$ cat config.mk
export PLATFORM = sky130hd
export DESIGN_NAME = chop_sinc3_ctrl
export DESIGN_NICKNAME = d
export VERILOG_FILES = /design/src/rtl/chop_sinc3_ctrl.sv
export SDC_FILE = /design/constraint.sdc
export NUM_CORES = 1
export LEC_CHECK = 0
export BUFFER_PORTS_ARGS = -buffer_cell sky130_fd_sc_hd__buf_2
export CORE_MARGIN = 8
export CORE_UTILIZATION = 59
export CTS_CLUSTER_DIAMETER = 40
export DETAILED_ROUTE_END_ITERATION = 10
export PLACE_DENSITY_LB_ADDON = 0.1
export SYNTH_ARGS = -nofsm -noshare
export SYNTH_HDL_FRONTEND = slang
export SYNTH_SLANG_ARGS = --single-unit
$ cat constraint.sdc
create_clock -name clk -period 18.6 [get_ports clk]
set_input_delay 5.58 -clock clk [delete_from_list [all_inputs] [get_ports clk]]
set_output_delay 5.58 -clock clk [all_outputs]
set_load 0.03 [all_outputs]
$ cat src/rtl/chop_sinc3_ctrl.sv
module chop_sinc3_ctrl #(
  parameter int MAX_RATE = 1023,
  parameter int OUT_W    = 24
) (
  input  logic             clk,
  input  logic             rst,
  input  logic             restart,
  input  logic [9:0]       rate,
  input  logic             mod_bit,
  output logic             swap,
  output logic [OUT_W-1:0] data_out,
  output logic             data_valid
);
  localparam int LOG_R = $clog2(64 * MAX_RATE);
  localparam int ACC_W = 3 * LOG_R + 2;
  localparam int SHIFT = ACC_W - OUT_W;

  logic [3:0]              div;
  logic [LOG_R-1:0]        ce_cnt;
  logic [1:0]              dec_cnt;
  logic [9:0]              fs_q;
  logic                    have_prev;
  logic signed [ACC_W-1:0] i1, i2, i3, d1, d2, d3;
  logic signed [OUT_W:0]   prev;

  wire [9:0]  fs_in = (rate == 10'd0) ? 10'd1 : rate;
  wire [15:0] r_m1  = {fs_q, 6'd0} - 16'd1;
  wire        ce    = (div == 4'hF);
  wire        dec_end   = ce && (16'(ce_cnt) == r_m1);
  wire        phase_end = dec_end && (dec_cnt == 2'd2);

  wire signed [ACC_W-1:0] x   = {{(ACC_W-1){~mod_bit}}, 1'b1};
  wire signed [ACC_W-1:0] i1n = i1 + x;
  wire signed [ACC_W-1:0] i2n = i2 + i1n;
  wire signed [ACC_W-1:0] i3n = i3 + i2n;
  wire signed [ACC_W-1:0] c1  = i3n - d1;
  wire signed [ACC_W-1:0] c2  = c1 - d2;
  wire signed [ACC_W-1:0] c3  = c2 - d3;

  wire signed [ACC_W-1:0] c3s    = c3 >>> SHIFT;
  wire signed [OUT_W-1:0] conv   = OUT_W'(c3s);
  wire signed [OUT_W:0]   conv_x = {conv[OUT_W-1], conv};
  wire signed [OUT_W:0]   corr   = swap ? -conv_x : conv_x;
  wire signed [OUT_W+1:0] sum    = {prev[OUT_W], prev} + {corr[OUT_W], corr};
  wire signed [OUT_W:0]   avg    = sum[OUT_W+1:1];
  wire [OUT_W-1:0]        sat    = (avg[OUT_W] != avg[OUT_W-1]) ?
                                   {avg[OUT_W], {(OUT_W-1){~avg[OUT_W]}}} : avg[OUT_W-1:0];

  always_ff @(posedge clk) begin
    if (rst || restart) begin
      div        <= '0;
      ce_cnt     <= '0;
      dec_cnt    <= '0;
      fs_q       <= fs_in;
      have_prev  <= 1'b0;
      swap       <= 1'b0;
      data_valid <= 1'b0;
      prev       <= '0;
      {i1, i2, i3} <= '0;
      {d1, d2, d3} <= '0;
      if (rst) data_out <= '0;
    end else begin
      div        <= div + 4'd1;
      data_valid <= 1'b0;
      if (ce) begin
        if (phase_end) begin
          {i1, i2, i3} <= '0;
          {d1, d2, d3} <= '0;
          ce_cnt    <= '0;
          dec_cnt   <= '0;
          swap      <= ~swap;
          prev      <= corr;
          have_prev <= 1'b1;
          fs_q      <= fs_in;
          if (have_prev) begin
            data_out   <= sat;
            data_valid <= 1'b1;
          end
        end else begin
          i1 <= i1n;
          i2 <= i2n;
          i3 <= i3n;
          if (dec_end) begin
            d1      <= i3n;
            d2      <= c1;
            d3      <= c2;
            ce_cnt  <= '0;
            dec_cnt <= dec_cnt + 2'd1;
          end else begin
            ce_cnt <= ce_cnt + 1'b1;
          end
        end
      end
    end
  end
endmodule

# [After elaboration in Yosys (flattened, before gate mapping)]
# Index checks and enable logic that the tools add are counted.
[word_totals] ff_bits=384 in_bits=14 out_inout_bits=26 word_cells=75
[classes] add_sub_neg=12 eq_ne=5 mux=25 n_bitwise=5 n_reduce_logical=13
[op_table] op="$mux 50" n=9
[op_table] op="$sub 50x50->50" n=3
[op_table] op="$mux 24" n=6
[op_table] op="$add 50x50->50" n=2
[op_table] op="$add 50x2->50" n=1
[op_table] op="$mux 10" n=4
[op_table] op="$mux 16" n=2
[op_table] op="$add 25x25->26" n=1
[op_table] op="$mux 25" n=1
[op_table] op="$neg 24->25" n=1
[op_table] op="$add 16x1->16 const B" n=1
[op_table] op="$eq 16x16->1" n=1
[op_table] op="$sub 16x1->16 const B" n=1
[op_table] op="$logic_not 10->1" n=1
[op_table] op="$reduce_bool 2->1" n=4
[op_table] op="$reduce_and 2->1" n=3
[op_table] op="$not 1->1" n=5
[op_table] op="$add 4x1->4 const B" n=1
[op_table] op="$eq 4x4->1 const B" n=1
[op_table] op="$mux 2" n=2
[op_table] op="$reduce_and 4->1" n=1
[op_table] op="$reduce_or 3->1" n=1
[op_table] op="$add 2x1->2 const B" n=1
[op_table] op="$eq 2x2->1 const B" n=1
[op_table] op="other kinds (5)" n=6

# [Logic depth before layout (Yosys ltp)]
# Gate-level depths: netlist of run 1.
[depth] word_depth=16 depth_mapped=77 ltp_nobuf=75

# [Least setup slack after synthesis of run 1]
# No wires, ideal clock.
[synth_path] kind="input to register" from="input port mod_bit" to="register data_out[0], data pin" setup_time_ns=0.270 arrival_time_ns=19.483 required_ns=18.330 path_slack_ns=-1.153 path_stages=71 path_buffers=1 path_cell_list="inv_1 > ha_1 > nor2b_1 > o21ai_0 > a21oi_1 > o21ai_0 > a21oi_1 > and2b_1 > o21ai_0 > nand2b_1 > a21oi_1 > xnor2_1 > ha_1 > a21o_1 > a21oi_1 > nand2_1 > o21a_1 > a21o_1 > [... 35 more ...] > a41o_1 > a211oi_1 > xnor2_1 > ha_1 > a21oi_1 > o21bai_1 > a21o_1 > a21oi_1 > o21bai_1 > a21o_1 > a21oi_1 > o31ai_2 > a41o_1 > nor2b_1 > a22oi_1 > nand2b_1 > clkbuf_1 > o21ai_0"
[synth_via] elab_chain_len=16 elab_cells_between_ends=17 cone_classes="add/sub: 8; eq/ne: 1; mux: 6; bitwise: 2"
[synth_rtl] item="from (decl)" line="9" text="input logic mod_bit,"
[synth_rtl] item="$not 1->1 (*)" line="32" text="wire signed [ACC_W-1:0] x = {{(ACC_W-1){~mod_bit}}, 1'b1};"
[synth_rtl] item="$add 50x2->50 (*)" line="33" text="wire signed [ACC_W-1:0] i1n = i1 + x;"
[synth_rtl] item="$add 50x50->50 (*)" line="34" text="wire signed [ACC_W-1:0] i2n = i2 + i1n;"
[synth_rtl] item="$add 50x50->50 (*)" line="35" text="wire signed [ACC_W-1:0] i3n = i3 + i2n;"
[synth_rtl] item="$sub 50x50->50 (*)" line="36" text="wire signed [ACC_W-1:0] c1 = i3n - d1;"
[synth_rtl] item="$sub 50x50->50 (*)" line="37" text="wire signed [ACC_W-1:0] c2 = c1 - d2;"
[synth_rtl] item="$sub 50x50->50 (*)" line="38" text="wire signed [ACC_W-1:0] c3 = c2 - d3;"
[synth_rtl] item="$neg 24->25" line="43" text="wire signed [OUT_W:0] corr = swap ? -conv_x : conv_x;"
[synth_rtl] item="$mux 25 (*)" line="43"
[synth_rtl] item="named net corr[10]" line="43"
[synth_rtl] item="$add 25x25->26 (*)" line="44" text="wire signed [OUT_W+1:0] sum = {prev[OUT_W], prev} + {corr[OUT_W], corr};"
[synth_rtl] item="$ne 1x1->1 or $not 1->1 (tied branches)" line="46, 47"
[synth_rtl] item="$mux 24 (*)" line="46" text="wire [OUT_W-1:0] sat = (avg[OUT_W] != avg[OUT_W-1]) ?"
[synth_rtl] item="$mux 24 (*)" line="75" text="if (have_prev) begin"
[synth_rtl] item="$mux 24 (*)" line="66" text="if (phase_end) begin"
[synth_rtl] item="$mux 24 (*)" line="65" text="if (ce) begin"
[synth_rtl] item="$mux 24 (*)" line="50" text="if (rst || restart) begin"
[synth_rtl] item="to (signal assigned)" line="76" text="data_out <= sat;"
[synth_rtl] item="to (decl)" line="11" text="output logic [OUT_W-1:0] data_out,"
# Mark *: on every way through the listed nets, which the timed path passes. The rest lies on a longest branch. The select of a mux whose other input is x is not followed.
# A chain may end at the register's enable or synchronous reset.

# [Final worst setup path of run 1]
# Same ends and word-level chain as after synthesis.

==> results of run 1 <==
[final cells by class]
| cell class | count | share of cell area |
|---|---|---|
| Clock buffer | 92 | 0.0492 |
| Clock inverter | 46 | 0.0155 |
| Inverter | 246 | 0.0228 |
| Timing Repair Buffer | 869 | 0.159 |
| Tap cell | 672 | 0.0206 |
| Multi-Input combinational cell | 3037 | 0.536 |
| Sequential cell | 384 | 0.197 |
[per-stage QoR]
step	instance area, um2	cells	utilization	worst slack (ns)	hold slack, ns
after global placement	36800	5171	0.734	-0.853	0.427
after global routing	40700	5346	0.812	-0.573	0.466
after CTS	39700	5314	0.790	0.0139	0.453
after detailed placement	36800	5171	0.734	-1.02	0.447
after floorplan	30400	3810	-	-0.137	0.418
final	40700	5346	0.812	0.103	0.455
[kinds of logic (layout without fill, tap and decap cells)]
family / after synthesis / in the layout / synth area share
compound gates: 1275 / 1275 / 0.276
simple gates: 1103 / 1105 / 0.169
buf+inv: 391 / 1253 / 0.0495
flops: 384 / 384 / 0.268
fa+ha+maj: 334 / 334 / 0.141
xor+xnor: 313 / 313 / 0.0933
mux: 10 / 10 / 0.00355
[flip-flops by register name (all words and copies together), names as in the netlist]
register	cells
d1	50
d2	50
d3	50
i1	50
i2	50
i3	50
prev	25
data_out	24
ce_cnt	16
fs_q	10
div	4
dec_cnt	2
data_valid	1
have_prev	1
swap	1
[metal layers]
metal / up-vias / share of wire / global-route usage
met4: 2 / 0.038 / 0.132
met5: - / 0.00014 / 0
li1: 15300 / - / -
met1: 14900 / 0.42 / 0.357
met3: 211 / 0.048 / 0.0394
met2: 850 / 0.50 / 0.541
[worst max-delay path by stage]
| stage | startpoint | end |
|---|---|---|
| final | mod_bit | data_out[0] |
| after global routing | mod_bit | data_out[8] |
| after CTS | mod_bit | data_out[16] |
| after detailed placement | mod_bit | data_out[16] |
| after global placement | mod_bit | data_out[20] |
| after floorplan | mod_bit | data_out[10] |
[placed cells by master, fill, tap and decap left out, drive strengths merged, types with 36 or more instances in the layout]
| master | n |
|---|---|
| a22oi | 129 |
| a21o | 173 |
| nand2b | 42 |
| ha | 328 |
| inv | 253 |
| a22o | 36 |
| buf | 869 |
| xnor2 | 203 |
| o21bai | 55 |
| o21a | 42 |
| nor3 | 51 |
| a21oi | 348 |
| dfxtp | 350 |
| nor2b | 44 |
| nand4 | 43 |
| xor2 | 107 |
| o21ai | 282 |
| nand2 | 368 |
| nor2 | 344 |
| clkbuf | 92 |
| nand3 | 78 |
[Yosys cell counts (9+ instances only)]
master and count:
nor2b_1 44, edfxtp_1 34, nor4_1 12, nor3b_1 9, nand2_1 367, nand3_1 78, dfxtp_1 350, o31ai_1 17
a21boi_0 9, a22o_1 36, nor2_1 344, a21o_1 172, or2_2 14, o21bai_1 55, inv_1 246, a22oi_1 129
a211oi_1 23, xor2_1 107, o21a_1 41, ha_1 328, nand4_1 43, a21oi_1 348, o21ai_0 277, nand2b_1 40
nor3_1 50, or3_1 17, o211ai_1 15, and3_1 28, and2_1 21, a31oi_1 29, clkbuf_1 131, xnor2_1 202
[power groups by stage]
stage | Combinational, mW | Clock [mW] | Sequential, mW
after floorplan | 0.657 | 0 | 0.883
after global placement | 1.16 | 0 | 0.868
after detailed placement | 1.19 | 0 | 0.868
after CTS | 1.22 | 1.43 | 0.852
after global routing | 1.40 | 1.47 | 0.852
final | 1.30 | 1.42 | 0.852
[worst max-delay path, delay by kind of cell]
| kind | cells | cell delay, ns |
|---|---|---|
| AOI/OAI and AO/OA | 42 | 7.24 |
| adders and majority gates | 7 | 1.98 |
| and+or+nand+nor | 13 | 1.90 |
| buffers and inverters | 7 | 1.03 |
| xor gates and xnor gates | 6 | 0.93 |
| muxes | 1 | 0.20 |
[repair_timing]
item,CTS,global route
resized for setup,33,192
setup buffers,5,31
setup endpoints to repair,24,24
pin swaps,22,91
cloned,0,2
==> results_dict.tcl, run 1 <==
set metrics [dict create \
    vdd_ir_drop_max_mv 0.0796 \
    run_status "finished clean" \
    multi_input_area_um2 21800 \
    worst_hold_path.num_cells 2 \
    reg2reg_depth 74 \
    crit_top_cell "a21o_1" \
    fin_crit_sh 0.994 \
    grt_use_total 0.301 \
    dr.pass1.iters 6 \
    num_vias 31300 \
    synth_top_cell_area_share 0.234 \
    drtIter0Drc 1865 \
    syn_area_um2 30000 \
    cts_hold_buf 0 \
    r2r_start "i1[0]" \
    netSwitchingFraction 0.323 \
    synth_ff_type "dfxtp_1" \
    slew_viol_final 0 \
    combPwrFrac 0.363 \
    hold_viol 0 \
    clock_path_buffers 3 \
    fmax_mhz 54.1 \
    synth_top_cell_by_area "dfxtp_1" \
    hpwlAfterDp_um 67100 \
    r2r_end "data_out[0]" \
    synth.avg_cell_area_um2 7.86 \
    worstPathMaxFanout 6 \
    start_util 0.597 \
    synthesis.nets 4158 \
    syn_to_final_growth_pct 36.0 \
    die_w_um 241 \
    nets 4961 \
    maxCapViolations 0 \
    syn_inst 3810 \
    yosysSeqAreaShare 0.268 \
    drc_errors 0 \
    grt_pass1_vias 30900 \
    skew_ns 0.0230 \
    cpPeakStageDelay_ns 0.44 \
    root_buffer "clkbuf_16" \
    synth_edf_count 34 \
    regArea_um2 8030 \
    rsz0062_at_grt "yes" \
    cts_inserted_buffers 75 \
    wl_um 92700 \
    clock_power_share 0.398 \
    port-buffer-count 39 \
    setup_tns_ns 0 \
    dieHeight_um 241 \
    worstMarginPinSlew_ns 1.15 \
    place_congestion 0.952 \
    hold_path.class "flip-flop to flip-flop" \
    cellLeakagePower_nw 18.1 \
    worst_setup_path_start_kind "input port" \
    synthArstFlopShare 0 \
    antenna_found_initial 1 \
    internal_power_mw 2.42 \
    r2r_setup_slack_ns 4.88 \
    viasPerCell 5.85 \
    die_area_um2 58200 \
    ys_ff_latch 384 \
    post_drt_wl_per_cell_um 17.3 \
    power_mw 3.57 \
    ys_types 99 \
    worstPathArrival_ns 18.85 \
    slowest_stage "or3_4" \
    powerDensity_nw_per_um2 87.6 \
    row_count 82 \
    grt-ovfl-total 0 \
    end_kind "flip-flop" \
    power_switching_mw 1.15 \
    diodes 0 \
    ys_warn_count 0 \
    grt_max_degree 94 \
    htreeDepth 3 \
    setup_viol 0 \
    yosys-top-cells-area "dfxtp_1 23%, ha_1 14%, xnor2_1 5.9%" \
    whs_endpoint "prev[15]" \
    crit_required_ns 18.95 \
    relSlewSlack 0.232 \
    ios 40 \
    ant_nets 0 \
    grt_pass1_wl_um 147000 \
    clkSinkCount 384 \
    fillers 3298 \
    hp-start "prev[15]" \
    cts.clk_slew.worst_paths_ns 0.05 \
    clk-insertion-delay-late_ns 0.61 \
    pwr-share-seq 0.239 \
    critical_path_class "input port to flip-flop" \
    drive_gt1_frac 0.272 \
    core_area_um2 50200 \
    cts_tree "done" \
    fin_crit_ns 18.50 \
]
(Power assumes the default switching activity.)
==> run 2, diff against run 1 <==
- clock period: 18.6 -> 15.1 ns (I/O delays scaled with it)
==> results_dict.tcl, run 2 (same netlist as run 1, synthesis figures left out) <==
set metrics [dict create \
    run_status "complete, but fails checks" \
    violations "negative setup slack" \
    slew_viol_final 0 \
    critical_path_class "input port to flip-flop" \
    hpwlAfterDp_um 68500 \
    crit_required_ns 15.52 \
    cpPeakStageDelay_ns 0.41 \
    fin_crit_sh 1.18 \
    die_w_um 241 \
    end_kind "flip-flop" \
    cts_inserted_buffers 73 \
    power_mw 4.74 \
    place_congestion 0.944 \
    internal_power_mw 3.11 \
    ant_nets 0 \
    row_count 82 \
    relSlewSlack 0.0685 \
    clock_path_buffers 3 \
    core_area_um2 50200 \
    hold_viol 0 \
    worstPathMaxFanout 8 \
    skew_ns 0.0354 \
    crit_top_cell "a21oi_2" \
    powerDensity_nw_per_um2 108 \
    htreeDepth 3 \
    worst_setup_path_start_kind "input port" \
    maxCapViolations 0 \
    pwr-share-seq 0.222 \
    pre_cts_slack_ns -3.31 \
    clock_power_share 0.372 \
    slowest_stage "ha_1" \
    nets 5228 \
    syn_to_final_growth_pct 46.1 \
    root_buffer "clkbuf_16" \
    wl_um 110000 \
    worstPathArrival_ns 18.27 \
    grt_max_degree 99 \
    power_switching_mw 1.62 \
    drc_errors 0 \
    grt_pass1_wl_um 162000 \
    die_area_um2 58200 \
    viasPerCell 6.08 \
    grt_pass1_vias 33900 \
    setup_viol 40 \
    drive_gt1_frac 0.339 \
    cts.clk_slew.worst_paths_ns 0.06 \
    diodes 0 \
    most-common-layout-cells "1071 x buf_4, 350 x dfxtp_1, 346 x nand2_1" \
    fmax_mhz 56.0 \
    setup_ws_ns -2.75 \
    grt-ovfl-total 0 \
    worstMarginPinSlew_ns 1.40 \
    cts_tree "done" \
    post_drt_wl_per_cell_um 19.6 \
    netSwitchingFraction 0.342 \
    ios 40 \
    placed_area_um2 38400 \
    rsz0062_at_grt "yes" \
    hold_path.class "flip-flop to flip-flop" \
    port-buffer-count 39 \
    dieHeight_um 241 \
    start_util 0.597 \
    vdd_ir_drop_max_mv 0.143 \
    drtIter0Drc 3149 \
    utilization 0.872 \
    dr.pass1.iters 8 \
    fin_area_um2 43800 \
    cellLeakagePower_nw 19.7 \
    antenna_found_initial 0 \
    num_vias 34100 \
    combPwrFrac 0.407 \
    fin_hold_ws_ns 0.453 \
    clkSinkCount 384 \
    fin_crit_ns 17.85 \
    clk-insertion-delay-late_ns 0.64 \
    final_common_cell "buf_4" \
    grt_use_total 0.332 \
]
run 2: worst max-delay path: cells and delay by family:
kind | cells | cell delay (ns)
compound gates | 34 | 6.00
simple gates | 18 | 2.94
fa+ha+maj | 7 | 2.12
buf+inv | 10 | 1.45
xor+xnor | 6 | 1.21
run 2: final cells by class:
type,count,area (um2)
well taps,672,841
clock inverters,42,576
inverters,246,927
clock buffers,93,2030
fillers,2639,6410
flip-flops and latches,384,8030
repair buffers,1137,8620
multi-input cells,3038,22700
run 2: path summary, 6_finish.rpt:
check / endpoint / from / slack [ns] / depth (start not counted)
max: data_out[10] / mod_bit / -2.75 / 75
min: d2[5] / d2[5] / 0.45 / 2
max reg2reg: data_out[10] / i1[0] / 0.95 / 73
min reg2reg: d2[5] / d2[5] / 0.45 / 2
run 2: layer usage:
metal,share of wire,GRT usage
met4,0.061,0.164
met3,0.069,0.0477
met5,0,0
met2,0.49,0.612
met1,0.38,0.372
run 2: power by group through the flow:
stage | Clock (mW) | Sequential [mW] | Combinational (mW)
finish | 1.76 | 1.05 | 1.93
global route | 1.81 | 1.05 | 2.02
CTS | 1.75 | 1.05 | 1.66
detailed placement | 0 | 1.07 | 1.53
global placement | 0 | 1.07 | 1.49
floorplan | 0 | 1.09 | 0.840
run 2: what timing repair did:
item	in CTS	in global routing
cloned	5	1
hold buffers	0	0
setup endpoints to repair	42	47
pin swaps	169	177
resized for setup	210	192
buffers inserted	73	45
run 2: through the flow:
| stage | cells | TNS, ns |
|---|---|---|
| after floorplan | 3810 | -67.15 |
| after global placement | 5355 | -77.78 |
| after detailed placement | 5355 | -95.07 |
| after CTS | 5568 | -47.86 |
| after global routing | 5612 | -88.95 |
| final | 5612 | -68.61 |
